<file path="src/rtl/rnd_pkg.sv">
package rnd_pkg;

  typedef enum logic [1:0] {
    RC_NEAR = 2'b00,
    RC_DOWN = 2'b01,
    RC_UP   = 2'b10,
    RC_ZERO = 2'b11
  } rc_e;

  typedef enum logic [1:0] {
    PC_SHORT = 2'b00,
    PC_SPARE = 2'b01,
    PC_MID   = 2'b10,
    PC_FULL  = 2'b11
  } pc_e;

  // decision inputs after folding discarded bits
  typedef struct packed {
    logic lsb;
    logic rbit;
    logic stk;
  } rnd_bits_t;

  localparam int NUM_LANES = 3;

endpackage

</file>
<file path="src/rtl/rnd_mode_reg.sv">
module rnd_mode_reg
  import rnd_pkg::*;
(
  input  logic clk,
  input  logic rst_n,
  input  logic cfg_we,
  input  logic [1:0] cfg_rc,
  input  logic [1:0] cfg_pc,
  output rc_e  rc_q,
  output pc_e  pc_q
);

  rc_e rc_d;
  pc_e pc_d;

  always_comb begin
    rc_d = rc_q;
    pc_d = pc_q;
    if (cfg_we) begin
      rc_d = rc_e'(cfg_rc);
      pc_d = pc_e'(cfg_pc);
    end
  end

  always_ff @(posedge clk or negedge rst_n) begin
    if (!rst_n) begin
      rc_q <= RC_NEAR;
      pc_q <= PC_FULL;
    end else begin
      rc_q <= rc_d;
      pc_q <= pc_d;
    end
  end

  // without a write strobe the mode does not move
  a_r10_mode_hold: assert property (@(posedge clk) disable iff (!rst_n)
    !cfg_we |=> $stable({rc_q, pc_q}));

endmodule

</file>
<file path="src/rtl/rnd_fold.sv">
module rnd_fold
  import rnd_pkg::*;
#(
  parameter int SIG_W = 64,
  parameter int P_LO  = 24,
  parameter int P_MID = 53
)(
  input  logic [SIG_W-1:0] sig,
  input  logic [2:0]       grs,
  input  pc_e              pc,
  output logic [SIG_W-1:0] kept,
  output logic [SIG_W-1:0] unit,
  output rnd_bits_t        bits
);

  localparam int WIDTHS [NUM_LANES] = '{P_LO, P_MID, SIG_W};

  logic [SIG_W-1:0] lane_kept [NUM_LANES];
  logic [SIG_W-1:0] lane_unit [NUM_LANES];
  rnd_bits_t        lane_bits [NUM_LANES];

  for (genvar k = 0; k < NUM_LANES; k++) begin : g_lane
    localparam int DROP = SIG_W - WIDTHS[k];
    localparam logic [SIG_W-1:0] KMASK = {SIG_W{1'b1}} << DROP;
    assign lane_kept[k] = sig & KMASK;
    assign lane_unit[k] = {{(SIG_W-1){1'b0}}, 1'b1} << DROP;
    if (DROP == 0) begin : g_full
      assign lane_bits[k].lsb  = sig[0];
      assign lane_bits[k].rbit = grs[2];
      assign lane_bits[k].stk  = grs[1] | grs[0];
    end else if (DROP == 1) begin : g_one
      assign lane_bits[k].lsb  = sig[1];
      assign lane_bits[k].rbit = sig[0];
      assign lane_bits[k].stk  = |grs;
    end else begin : g_many
      assign lane_bits[k].lsb  = sig[DROP];
      assign lane_bits[k].rbit = sig[DROP-1];
      assign lane_bits[k].stk  = (|sig[DROP-2:0]) | (|grs);
    end
  end

  logic [1:0] sel;

  always_comb begin
    unique case (pc)
      PC_SHORT: sel = 2'd0;
      PC_MID:   sel = 2'd1;
      default:  sel = 2'd2;
    endcase
    kept = lane_kept[sel];
    unit = lane_unit[sel];
    bits = lane_bits[sel];
  end

endmodule

</file>
<file path="src/rtl/rnd_decide.sv">
module rnd_decide
  import rnd_pkg::*;
(
  input  logic      sign,
  input  rc_e       rc,
  input  rnd_bits_t bits,
  output logic      inc,
  output logic      inexact
);

  logic lost;

  always_comb begin
    lost = bits.rbit | bits.stk;
    unique case (rc)
      RC_NEAR: inc = bits.rbit & (bits.stk | bits.lsb);
      RC_DOWN: inc = sign & lost;
      RC_UP:   inc = ~sign & lost;
      default: inc = 1'b0;
    endcase
    inexact = lost;
  end

endmodule

</file>
<file path="src/rtl/rnd_add.sv">
module rnd_add #(
  parameter int SIG_W = 64,
  parameter int EXP_W = 16
)(
  input  logic [SIG_W-1:0] kept,
  input  logic [SIG_W-1:0] unit,
  input  logic             inc,
  input  logic [EXP_W-1:0] exp_in,
  output logic [SIG_W-1:0] sig_out,
  output logic [EXP_W-1:0] exp_out,
  output logic             carry
);

  localparam logic [SIG_W-1:0] LEAD = {1'b1, {(SIG_W-1){1'b0}}};

  logic [SIG_W:0] sum;

  always_comb begin
    sum   = {1'b0, kept} + (inc ? {1'b0, unit} : '0);
    carry = sum[SIG_W];
    if (carry) begin
      sig_out = LEAD;
      exp_out = exp_in + EXP_W'(1);
    end else begin
      sig_out = sum[SIG_W-1:0];
      exp_out = exp_in;
    end
  end

endmodule

</file>
<file path="src/rtl/rnd_unit.sv">
module rnd_unit
  import rnd_pkg::*;
#(
  parameter int SIG_W = 64,
  parameter int EXP_W = 16,
  parameter int P_LO  = 24,
  parameter int P_MID = 53
)(
  input  logic             clk,
  input  logic             rst_n,
  input  logic             cfg_we,
  input  logic [1:0]       cfg_rc,
  input  logic [1:0]       cfg_pc,
  input  logic             in_valid,
  input  logic             in_sign,
  input  logic [EXP_W-1:0] in_exp,
  input  logic [SIG_W-1:0] in_sig,
  input  logic             in_guard,
  input  logic             in_round,
  input  logic             in_sticky,
  output logic             out_valid,
  output logic [SIG_W-1:0] out_sig,
  output logic [EXP_W-1:0] out_exp,
  output logic             out_inexact
);

  localparam int LO_DROP  = SIG_W - P_LO;
  localparam int MID_DROP = SIG_W - P_MID;

  rc_e rc_q;
  pc_e pc_q;

  rnd_mode_reg u_mode (
    .clk    (clk),
    .rst_n  (rst_n),
    .cfg_we (cfg_we),
    .cfg_rc (cfg_rc),
    .cfg_pc (cfg_pc),
    .rc_q   (rc_q),
    .pc_q   (pc_q)
  );

  logic [SIG_W-1:0] kept, unit;
  rnd_bits_t        bits;

  rnd_fold #(.SIG_W(SIG_W), .P_LO(P_LO), .P_MID(P_MID)) u_fold (
    .sig  (in_sig),
    .grs  ({in_guard, in_round, in_sticky}),
    .pc   (pc_q),
    .kept (kept),
    .unit (unit),
    .bits (bits)
  );

  logic inc, inexact;

  rnd_decide u_decide (
    .sign    (in_sign),
    .rc      (rc_q),
    .bits    (bits),
    .inc     (inc),
    .inexact (inexact)
  );

  logic [SIG_W-1:0] sig_rnd;
  logic [EXP_W-1:0] exp_rnd;
  logic             carry;

  rnd_add #(.SIG_W(SIG_W), .EXP_W(EXP_W)) u_add (
    .kept    (kept),
    .unit    (unit),
    .inc     (inc),
    .exp_in  (in_exp),
    .sig_out (sig_rnd),
    .exp_out (exp_rnd),
    .carry   (carry)
  );

  // output stage: next-state then register
  logic             valid_d;
  logic [SIG_W-1:0] sig_d;
  logic [EXP_W-1:0] exp_d;
  logic             inex_d;

  always_comb begin
    valid_d = in_valid;
    sig_d   = out_sig;
    exp_d   = out_exp;
    inex_d  = out_inexact;
    if (in_valid) begin
      sig_d  = sig_rnd;
      exp_d  = exp_rnd;
      inex_d = inexact;
    end
  end

  always_ff @(posedge clk or negedge rst_n) begin
    if (!rst_n) begin
      out_valid   <= 1'b0;
      out_sig     <= '0;
      out_exp     <= '0;
      out_inexact <= 1'b0;
    end else begin
      out_valid   <= valid_d;
      out_sig     <= sig_d;
      out_exp     <= exp_d;
      out_inexact <= inex_d;
    end
  end

  // result strobe tracks the sample strobe one cycle later
  a_r2_valid_follow: assert property (@(posedge clk) disable iff (!rst_n)
    in_valid |=> out_valid);
  a_r2_valid_drop: assert property (@(posedge clk) disable iff (!rst_n)
    !in_valid |=> !out_valid);

  // truncation never grows the magnitude
  a_r7_trunc_no_inc: assert property (@(posedge clk) disable iff (!rst_n)
    (in_valid && rc_q == RC_ZERO) |-> !inc);

  // directed modes step only on their own sign
  a_r5_down_neg_only: assert property (@(posedge clk) disable iff (!rst_n)
    (in_valid && rc_q == RC_DOWN && inc) |-> in_sign);
  a_r6_up_pos_only: assert property (@(posedge clk) disable iff (!rst_n)
    (in_valid && rc_q == RC_UP && inc) |-> !in_sign);

  // an increment is only possible on an inexact sample
  a_r8_inc_needs_loss: assert property (@(posedge clk) disable iff (!rst_n)
    (in_valid && inc) |-> inexact);

  // bits below the kept width are cleared after the adder
  a_r3_short_low_zero: assert property (@(posedge clk) disable iff (!rst_n)
    (in_valid && pc_q == PC_SHORT) |-> (sig_rnd[LO_DROP-1:0] == '0));
  a_r3_mid_low_zero: assert property (@(posedge clk) disable iff (!rst_n)
    (in_valid && pc_q == PC_MID) |-> (sig_rnd[MID_DROP-1:0] == '0));

  // a carry always bumps the exponent
  a_r9_carry_exp: assert property (@(posedge clk) disable iff (!rst_n)
    (in_valid && carry) |-> (exp_rnd != in_exp));

endmodule

</file>
<file path="config.mk">
export PLATFORM = sky130hd
export DESIGN_NAME = rnd_unit
export DESIGN_NICKNAME = d
export VERILOG_FILES = /design/src/rtl/rnd_pkg.sv /design/src/rtl/rnd_mode_reg.sv /design/src/rtl/rnd_fold.sv /design/src/rtl/rnd_decide.sv /design/src/rtl/rnd_add.sv /design/src/rtl/rnd_unit.sv
export SDC_FILE = /design/constraint.sdc
export NUM_CORES = 1
export LEC_CHECK = 0
export ABC_CLOCK_PERIOD_IN_PS = 4400
export BUFFER_PORTS_ARGS = -buffer_cell sky130_fd_sc_hd__buf_2
export CAP_MARGIN = 25
export CORE_ASPECT_RATIO = 2
export CORE_MARGIN = 10
export CORE_UTILIZATION = 53
export CTS_BUF_LIST = sky130_fd_sc_hd__clkbuf_4 sky130_fd_sc_hd__clkbuf_8
export CTS_CLUSTER_DIAMETER = 150
export CTS_CLUSTER_SIZE = 24
export DETAILED_ROUTE_END_ITERATION = 12
export PLACE_DENSITY = 0.85
export REMOVE_ABC_BUFFERS = 1
export SYNTH_ARGS = -nofsm -noshare
export SYNTH_HDL_FRONTEND = slang
export SYNTH_SLANG_ARGS = --single-unit
</file>
<file path="constraint.sdc">
create_clock -name clk -period 4.4 [get_ports clk]
set_input_delay 0.44 -clock clk [delete_from_list [all_inputs] [get_ports clk]]
set_output_delay 0.44 -clock clk [all_outputs]
set_load 0.005 [all_outputs]
</file>
==> run_results.csv, run 1 <==
group,metric,value,unit
clock_network,tritoncts.num_buffers,9,
clock_network,cts.sink_count,86,
pwr,p_per_area,294,nW/um^2
sta,setup_viol_count_final,0,
drt,route.vias.total,5196,
finish,layoutNonFillerInstCount,908,
global_route,grt_max_degree,93,
floorplan,dieWidth,90.6,microns
global_route,gr-total-overflow,0,
pwr,cellInternalPower,1.31,mW
yosys,synthesis.area_per_instance,8.68,sq um
critical_path,critical_path.startpoint,"u_mode.pc_q[1]",
yosys,synth.area.top_cells,"sky130_fd_sc_hd__dfrtp_1 (40%), sky130_fd_sc_hd__xnor2_1 (6.5%), sky130_fd_sc_hd__xor2_1 (6.0%)",
clock_network,cts_repair_resize_count,0,
yosys,ys_dominant_reg_cell,"sky130_fd_sc_hd__dfrtp_1",
floorplan,design.die.area,14600,sq um
sta,rsz_0062_raised_after_global_routing,"false",
yosys,post_synth_fa_ha_maj_area_fraction,0.0189,
finish,final_layout_size_suffix_gt1_frac,0.287,
yosys,synthesis.yosys.warnings,0,
critical_path,endpoint_class_of_the_critical_path,"register",
yosys,synth_edf_count,0,
finish,insertedDiodeCount,0,
yosys,synth_largest_type_area_fraction,0.397,
min_path,min-delay-start,"cfg_rc[0]",
clock_network,worst_path_clk_slew,0.10,ns
yosys,synth_xor_area_frac,0.124,
yosys,combinational_family_with_the_most_area_after_synthesis,"simple AND/OR/NAND/NOR gates",
critical_path,worstReg2RegStart,"u_mode.pc_q[1]",
placed_design,post-dp-hpwl,13.6,mm
clock_network,htreeDepth,3,
yosys,synth.mux.area_fraction,0.0185,
drt,vias_per_cell,5.72,
yosys,synth-compound-area-share,0.124,
placed_design,routabilityCongestion,0.924,
critical_path,timing.critical_path.from_type,"register",
placed_design,place_inst,891,
floorplan,start_util,0.542,
pwr,totalPowerFinal,1.91,mW
global_route,globalRouteTotalUtil,0.234,
floorplan,io-pin-count,174,
min_path,hold_path.class,"in -> reg",
placed_design,placement.io_buffers,173,
sta,skew_final,0.0120,ns
run_status,run_status,"complete, no violations",
yosys,cell_area_synth,5290,sq um
finish,flow.area_growth_from_synthesis,23.1,%
clock_network,root_buffer,"sky130_fd_sc_hd__clkbuf_8",
critical_path,critical_path_arrival,4.22,ns
yosys,post_synth_and_or_nand_nor_area_fraction,0.242,
floorplan,core-area,9760,sq um
placed_design,dpl_worst_slack,0.187,ns
drt,drtPass1Iterations,5,
yosys,synth.lib_cells_used.distinct,51,
drt,routed_wire_per_std_cell,19.0,microns
sta,hold_slack,0.283,ns
pwr,netSwitchingPower,598,uW
sta,relSlewSlack,0.410,
drt,drtIter0Drc,243,
drt,drtAntennaViolNets,0,
global_route,antenna_found_initial,0,
job,max-cap-violations,0,
sta,final.setup.worst_slack,0.427,ns
drt,totalWireLength,17.3,mm
pwr,switching_share,0.313,
sta,finalCritPeriodShare,0.903,
clock_network,clock_insertion_delay_worst_skew,0.37,ns
finish,nNetsFinal,871,
sta,finalHoldViolations,0,
pwr,p_comb_frac,0.221,
yosys,syn_inst,609,
drt,drc,0,
pwr,seq_power_share,0.479,
pwr,p_leak,2.93,nW
global_route,grt_first_pass_wirelength,27.9,mm
critical_path,worst-path-max-fanout,7,
clock_network,cts_tree,"built",
clock_network,cts-root-to-sink-buffers,2,
floorplan,dieHeight,161,microns
pwr,peak_supply_drop,0.200,mV
floorplan,rows,51,
sta,layout_min_cycle_time,3.97,ns
global_route,first_global_vias,5608,
yosys,ys_async_sr_fraction,1.00,
sta,maxClockFrequency,252,MHz
sta,timing_max_transition_violations_final,0,
critical_path,critical_path_required,4.65,ns
sta,worst_slew_pin_slew,0.886,ns
yosys,cell_taking_the_most_area_after_synthesis,"sky130_fd_sc_hd__dfrtp_1",
yosys,ys_seq_elements,86,
yosys,sequential_element_share_of_the_synthesized_area,0.407,
critical_path,timing_worst_setup_path_type,"reg -> reg",
pwr,clockPowerShare,0.300,
## power groups by stage
stage	Clock (mW)	Combinational (mW)	Sequential [mW]
finish	0.574	0.423	0.916
global route	0.624	0.467	0.927
CTS	0.585	0.425	0.916
detailed placement	0	0.422	0.931
global placement	0	0.407	0.927
floorplan	0	0.165	0.935
## routing by layer
| metal | global-route usage | vias to the layer above | part of all wire |
|---|---|---|---|
| met4 | 0.125 | 0 | 0.045 |
| met1 | 0.230 | 2477 | 0.34 |
| met2 | 0.438 | 205 | 0.56 |
| li1 | - | 2462 | - |
| met5 | 0 | - | 0 |
| met3 | 0.0501 | 52 | 0.054 |
## area by class of cell
| class | count | area [sq um] |
|---|---|---|
| Tap cell | 132 | 165 |
| Timing Repair Buffer | 184 | 988 |
| Fill cell | 816 | 3250 |
| Inverter | 57 | 214 |
| Multi-Input combinational cell | 433 | 2790 |
| Clock inverter | 7 | 72.6 |
| Clock buffer | 9 | 124 |
| Sequential cell | 86 | 2150 |
## sequential cells by signal, summed over array words and instances, names as in the netlist
register	count
out_exp	16
out_inexact	1
out_sig	64
out_valid	1
u_mode.pc_q	2
u_mode.rc_q	2
## cell usage in the layout (no fill, tap or decap), types with 6 or more instances in the layout
| cell type | Yosys | layout |
|---|---|---|
| sky130_fd_sc_hd__a21oi_1 | 25 | 25 |
| sky130_fd_sc_hd__and3_1 | 16 | 16 |
| sky130_fd_sc_hd__and4_1 | 6 | 6 |
| sky130_fd_sc_hd__buf_2 | 7 | 171 |
| sky130_fd_sc_hd__buf_4 | 0 | 10 |
| sky130_fd_sc_hd__clkbuf_8 | 0 | 9 |
| sky130_fd_sc_hd__dfrtp_1 | 84 | 84 |
| sky130_fd_sc_hd__ha_1 | 8 | 8 |
| sky130_fd_sc_hd__inv_1 | 57 | 57 |
| sky130_fd_sc_hd__mux2_2 | 6 | 6 |
| sky130_fd_sc_hd__nand2_1 | 50 | 50 |
| sky130_fd_sc_hd__nand3_1 | 30 | 30 |
| sky130_fd_sc_hd__nand4_1 | 21 | 21 |
| sky130_fd_sc_hd__nor2_1 | 46 | 46 |
| sky130_fd_sc_hd__nor3_1 | 13 | 13 |
| sky130_fd_sc_hd__nor3b_1 | 6 | 6 |
| sky130_fd_sc_hd__nor4_1 | 13 | 13 |
| sky130_fd_sc_hd__o2111ai_1 | 6 | 6 |
| sky130_fd_sc_hd__o21ai_0 | 17 | 17 |
| sky130_fd_sc_hd__o22ai_1 | 39 | 39 |
| sky130_fd_sc_hd__xnor2_1 | 39 | 39 |
| sky130_fd_sc_hd__xor2_1 | 36 | 36 |
## through the flow
stage               setup TNS, ns  cell area, sq um  utilization
detailed placement              0              6310        0.646
floorplan                  -21.76              5160            -
global placement                0              6280        0.643
global route                    0              6510        0.667
CTS                             0              6510        0.667
finish                          0              6510        0.667
## final timing paths
kind / to / slack [ns] / depth (start not counted)
min reg2reg: out_sig[56] / 0.51 / 1
min in group asynchronous: out_sig[0] / 0.53 / 2
max: out_sig[36] / 0.43 / 15
max in group asynchronous: out_sig[6] / 3.26 / 3
min: u_mode.rc_q[0] / 0.28 / 3
max reg2reg: out_sig[36] / 0.43 / 15
## cell families (layout without fill, tap and decap cells)
group | Yosys count | after routing
adder cells (fa/ha/maj) | 8 | 8
XOR/XNOR | 75 | 75
buffers and inverters | 90 | 257
AO/OA/AOI/OAI | 106 | 106
AND/OR/NAND/NOR | 235 | 235
multiplexers | 9 | 9
flip-flops | 86 | 86
## worst max-delay path, cell delays in order (launching register included)
cell	delay, ns
sky130_fd_sc_hd__dfstp_2	0.43
sky130_fd_sc_hd__or2_2	0.31
sky130_fd_sc_hd__o21ai_0	0.34
sky130_fd_sc_hd__nand3_1	0.14
sky130_fd_sc_hd__a221o_1	0.40
sky130_fd_sc_hd__nor2_1	0.11
sky130_fd_sc_hd__ha_1	0.21
sky130_fd_sc_hd__ha_1	0.23
sky130_fd_sc_hd__nand4_1	0.13
sky130_fd_sc_hd__nor2_1	0.18
sky130_fd_sc_hd__buf_4	0.16
sky130_fd_sc_hd__a21oi_1	0.16
sky130_fd_sc_hd__nor3_1	0.58
sky130_fd_sc_hd__nand3_1	0.19
sky130_fd_sc_hd__xor2_1	0.20
sky130_fd_sc_hd__o22ai_1	0.09
## synthesized netlist by cell type (4+ instances only)
| cell | n |
|---|---|
| sky130_fd_sc_hd__nand4_1 | 21 |
| sky130_fd_sc_hd__xor2_1 | 36 |
| sky130_fd_sc_hd__ha_1 | 8 |
| sky130_fd_sc_hd__dfrtp_1 | 84 |
| sky130_fd_sc_hd__nor3b_1 | 6 |
| sky130_fd_sc_hd__xnor2_1 | 39 |
| sky130_fd_sc_hd__nor2_1 | 46 |
| sky130_fd_sc_hd__o211ai_1 | 5 |
| sky130_fd_sc_hd__buf_1 | 6 |
| sky130_fd_sc_hd__nand3_1 | 30 |
| sky130_fd_sc_hd__clkbuf_1 | 20 |
| sky130_fd_sc_hd__o21ai_0 | 17 |
| sky130_fd_sc_hd__and3_1 | 16 |
| sky130_fd_sc_hd__a21oi_1 | 25 |
| sky130_fd_sc_hd__o22ai_1 | 39 |
| sky130_fd_sc_hd__inv_1 | 57 |
| sky130_fd_sc_hd__nor3_1 | 13 |
| sky130_fd_sc_hd__nand2_1 | 50 |
| sky130_fd_sc_hd__and4_1 | 6 |
| sky130_fd_sc_hd__buf_2 | 7 |
| sky130_fd_sc_hd__and2_1 | 4 |
| sky130_fd_sc_hd__nor4_2 | 4 |
| sky130_fd_sc_hd__mux2_2 | 6 |
| sky130_fd_sc_hd__o2111ai_1 | 6 |
| sky130_fd_sc_hd__nor4_1 | 13 |
| sky130_fd_sc_hd__nor2b_1 | 5 |
| sky130_fd_sc_hd__a31oi_1 | 4 |
## what timing repair did
item,in CTS,in global routing
hold buffers,1,0
endpoints found under the hold margin,23,0
setup buffers,0,0
Note: power is estimated with default switching activity, not from simulation.
==> run 2, diff against run 1 <==
Settings changed: PLACE_DENSITY 0.85 to 0.83.
==> run 2 against run 1 <==
Compared with the run above:
- power is 0.28% lower
- register-to-register slack got worse by 0.11 ns
- highest routed layer unchanged
- maximum frequency shrank 2.7%
- global-route usage fell by 0.40 points
- final cell count fell by 0.11%
==> run_results.csv, run 2 (same netlist as run 1, synthesis figures left out) <==
group,metric,value,unit
run_status,run_status,"complete, no violations",
sta,skew_final,0.0105,ns
finish,regMostFlops,"out_sig",
job,max-cap-violations,0,
drt,route.vias.total,5204,
finish,final_layout_size_suffix_gt1_frac,0.288,
pwr,cellInternalPower,1.31,mW
global_route,gr-total-overflow,0,
clock_network,holdBufCountCts,0,
placed_design,dpl_worst_slack,0.237,ns
sta,finalCritPeriodShare,0.928,
sta,timing_max_transition_violations_final,0,
clock_network,clock_insertion_delay_worst_skew,0.37,ns
finish,most_common_cell_after_layout_fill_and_taps_aside,"sky130_fd_sc_hd__buf_2",
clock_network,htreeDepth,3,
critical_path,critical_path_required,4.65,ns
finish,layout.area.seq,2150,sq um
critical_path,critical_path_arrival,4.33,ns
pwr,netSwitchingPower,597,uW
clock_network,cts_repair_resize_count,0,
pwr,clockPowerShare,0.302,
drt,routed_wire_per_std_cell,18.9,microns
floorplan,start_util,0.542,
finish,layout_top_registers,"out_sig: 64 flops, out_exp: 16 flops",
critical_path,worstReg2RegStart,"u_mode.pc_q[0]",
critical_path,crit-reg2reg-capture,"out_sig[62]",
sta,worst_slew_pin_slew,0.844,ns
clock_network,postCtsSetupBuffers,0,
clock_network,worst_path_clk_slew,0.09,ns
global_route,first_global_vias,5541,
floorplan,design.die.area,14600,sq um
finish,layout_common_cells,"sky130_fd_sc_hd__buf_2 (171), sky130_fd_sc_hd__dfrtp_1 (84), sky130_fd_sc_hd__inv_1 (57)",
critical_path,endpoint_class_of_the_critical_path,"register",
finish,nNetsFinal,870,
floorplan,rows,51,
clock_network,tritoncts.num_buffers,9,
finish,layoutNonFillerInstCount,907,
pwr,switching_share,0.313,
clock_network,root_buffer,"sky130_fd_sc_hd__clkbuf_8",
global_route,grt_first_pass_wirelength,27.3,mm
placed_design,detailed_place.area,6270,sq um
sta,relSlewSlack,0.437,
global_route,grt_max_degree,77,
global_route,globalRouteTotalUtil,0.230,
global_route,antenna_found_initial,0,
clock_network,cts.sink_count,86,
drt,drtIter0Drc,237,
drt,vias_per_cell,5.74,
placed_design,place_inst,891,
sta,setup_viol_count_final,0,
sta,finalHoldViolations,0,
sta,maxClockFrequency,245,MHz
sta,layout_min_cycle_time,4.08,ns
drt,drtAntennaViolNets,0,
sta,final.setup.worst_slack,0.317,ns
finish,layout.filler_cells,838,
finish,flow.area_growth_from_synthesis,22.3,%
critical_path,timing.critical_path.from_type,"register",
drt,totalWireLength,17.1,mm
drt,drc,0,
floorplan,dieHeight,161,microns
placed_design,routabilityCongestion,0.921,
critical_path,worst-path-max-fanout,25,
pwr,peak_supply_drop,0.187,mV
placed_design,post-dp-hpwl,13.3,mm
floorplan,io-pin-count,174,
critical_path,timing_worst_setup_path_type,"reg -> reg",
critical_path,ff2ff_path_depth,16,
finish,largest_register_ffs,64,
placed_design,placement.io_buffers,173,
pwr,seq_power_share,0.481,
drt,drtPass1Iterations,4,
pwr,p_comb_frac,0.218,
min_path,hold_path.class,"in -> async",
floorplan,dieWidth,90.6,microns
finish,layout.cell_area.non_filler,6470,sq um
critical_path,setup.reg_to_reg.worst_slack,0.32,ns
finish,multiInputGateArea,2790,sq um
clock_network,cts-root-to-sink-buffers,2,
clock_network,cts_tree,"built",
finish,insertedDiodeCount,0,
pwr,p_leak,2.92,nW
sta,rsz_0062_raised_after_global_routing,"false",
pwr,p_per_area,295,nW/um^2
floorplan,core-area,9760,sq um
[run 2: changes by cell type in the layout (fill, tap and decap cells not counted), sizes merged]
cell / before / now
dlygate4sd3: 1 / 0
[run 2: worst max-delay path by stage]
stage / from / to / cells after the start
final: u_mode.pc_q[0] / out_sig[62] / 16
after global routing: u_mode.pc_q[0] / out_sig[62] / 16
after CTS: u_mode.pc_q[1] / out_sig[62] / 15
after detailed placement: in_sig[30] / out_sig[63] / 16
after global placement: in_sig[10] / out_sig[63] / 16
after floorplan: u_mode.pc_q[0] / out_sig[63] / 14
[run 2: metal layers]
metal	part of all wire	routed length [microns]	GRT usage
met1	0.36	6160	0.227
met5	0	0	0
met4	0.053	910	0.151
met2	0.54	9230	0.422
met3	0.050	852	0.0418
[run 2: power by group through the flow]
stage | clock (mW) | sequential (mW) | combinational, mW
after floorplan | 0 | 0.935 | 0.165
after global placement | 0 | 0.927 | 0.405
after detailed placement | 0 | 0.931 | 0.416
after CTS | 0.582 | 0.916 | 0.418
after global routing | 0.620 | 0.926 | 0.460
final | 0.575 | 0.916 | 0.415
[run 2: cell type report]
cell class | count | share of cell area
repair buffers | 183 | 0.146
multi-input cells | 433 | 0.432
flip-flops and latches | 86 | 0.333
inverters | 57 | 0.0331
clock inverters | 7 | 0.0112
well taps | 132 | 0.0255
clock buffers | 9 | 0.0191
[run 2: worst max-delay path, stage by stage (launching register included)]
cell	delay [ns]
sky130_fd_sc_hd__dfstp_2	0.63
sky130_fd_sc_hd__buf_4	0.21
sky130_fd_sc_hd__a31oi_1	0.06
sky130_fd_sc_hd__nor3_1	0.18
sky130_fd_sc_hd__o21ai_0	0.20
sky130_fd_sc_hd__o31ai_1	0.29
sky130_fd_sc_hd__a221o_1	0.23
sky130_fd_sc_hd__nor3b_1	0.07
sky130_fd_sc_hd__ha_1	0.31
sky130_fd_sc_hd__nand3_1	0.09
sky130_fd_sc_hd__nor2_1	0.21
sky130_fd_sc_hd__a21o_1	0.24
sky130_fd_sc_hd__a31oi_2	0.12
sky130_fd_sc_hd__buf_4	0.26
sky130_fd_sc_hd__nor4b_1	0.45
sky130_fd_sc_hd__xor2_1	0.12
sky130_fd_sc_hd__mux2_2	0.29
[run 2: through the flow]
step	utilization	setup TNS, ns	total power [mW]	hold slack, ns
after floorplan	-	-21.76	1.10	0.144
after global placement	0.643	0	1.33	0.486
after detailed placement	0.643	0	1.35	0.504
after CTS	0.663	0	1.92	0.180
after global routing	0.663	0	2.01	0.198
final	0.663	0	1.91	0.149
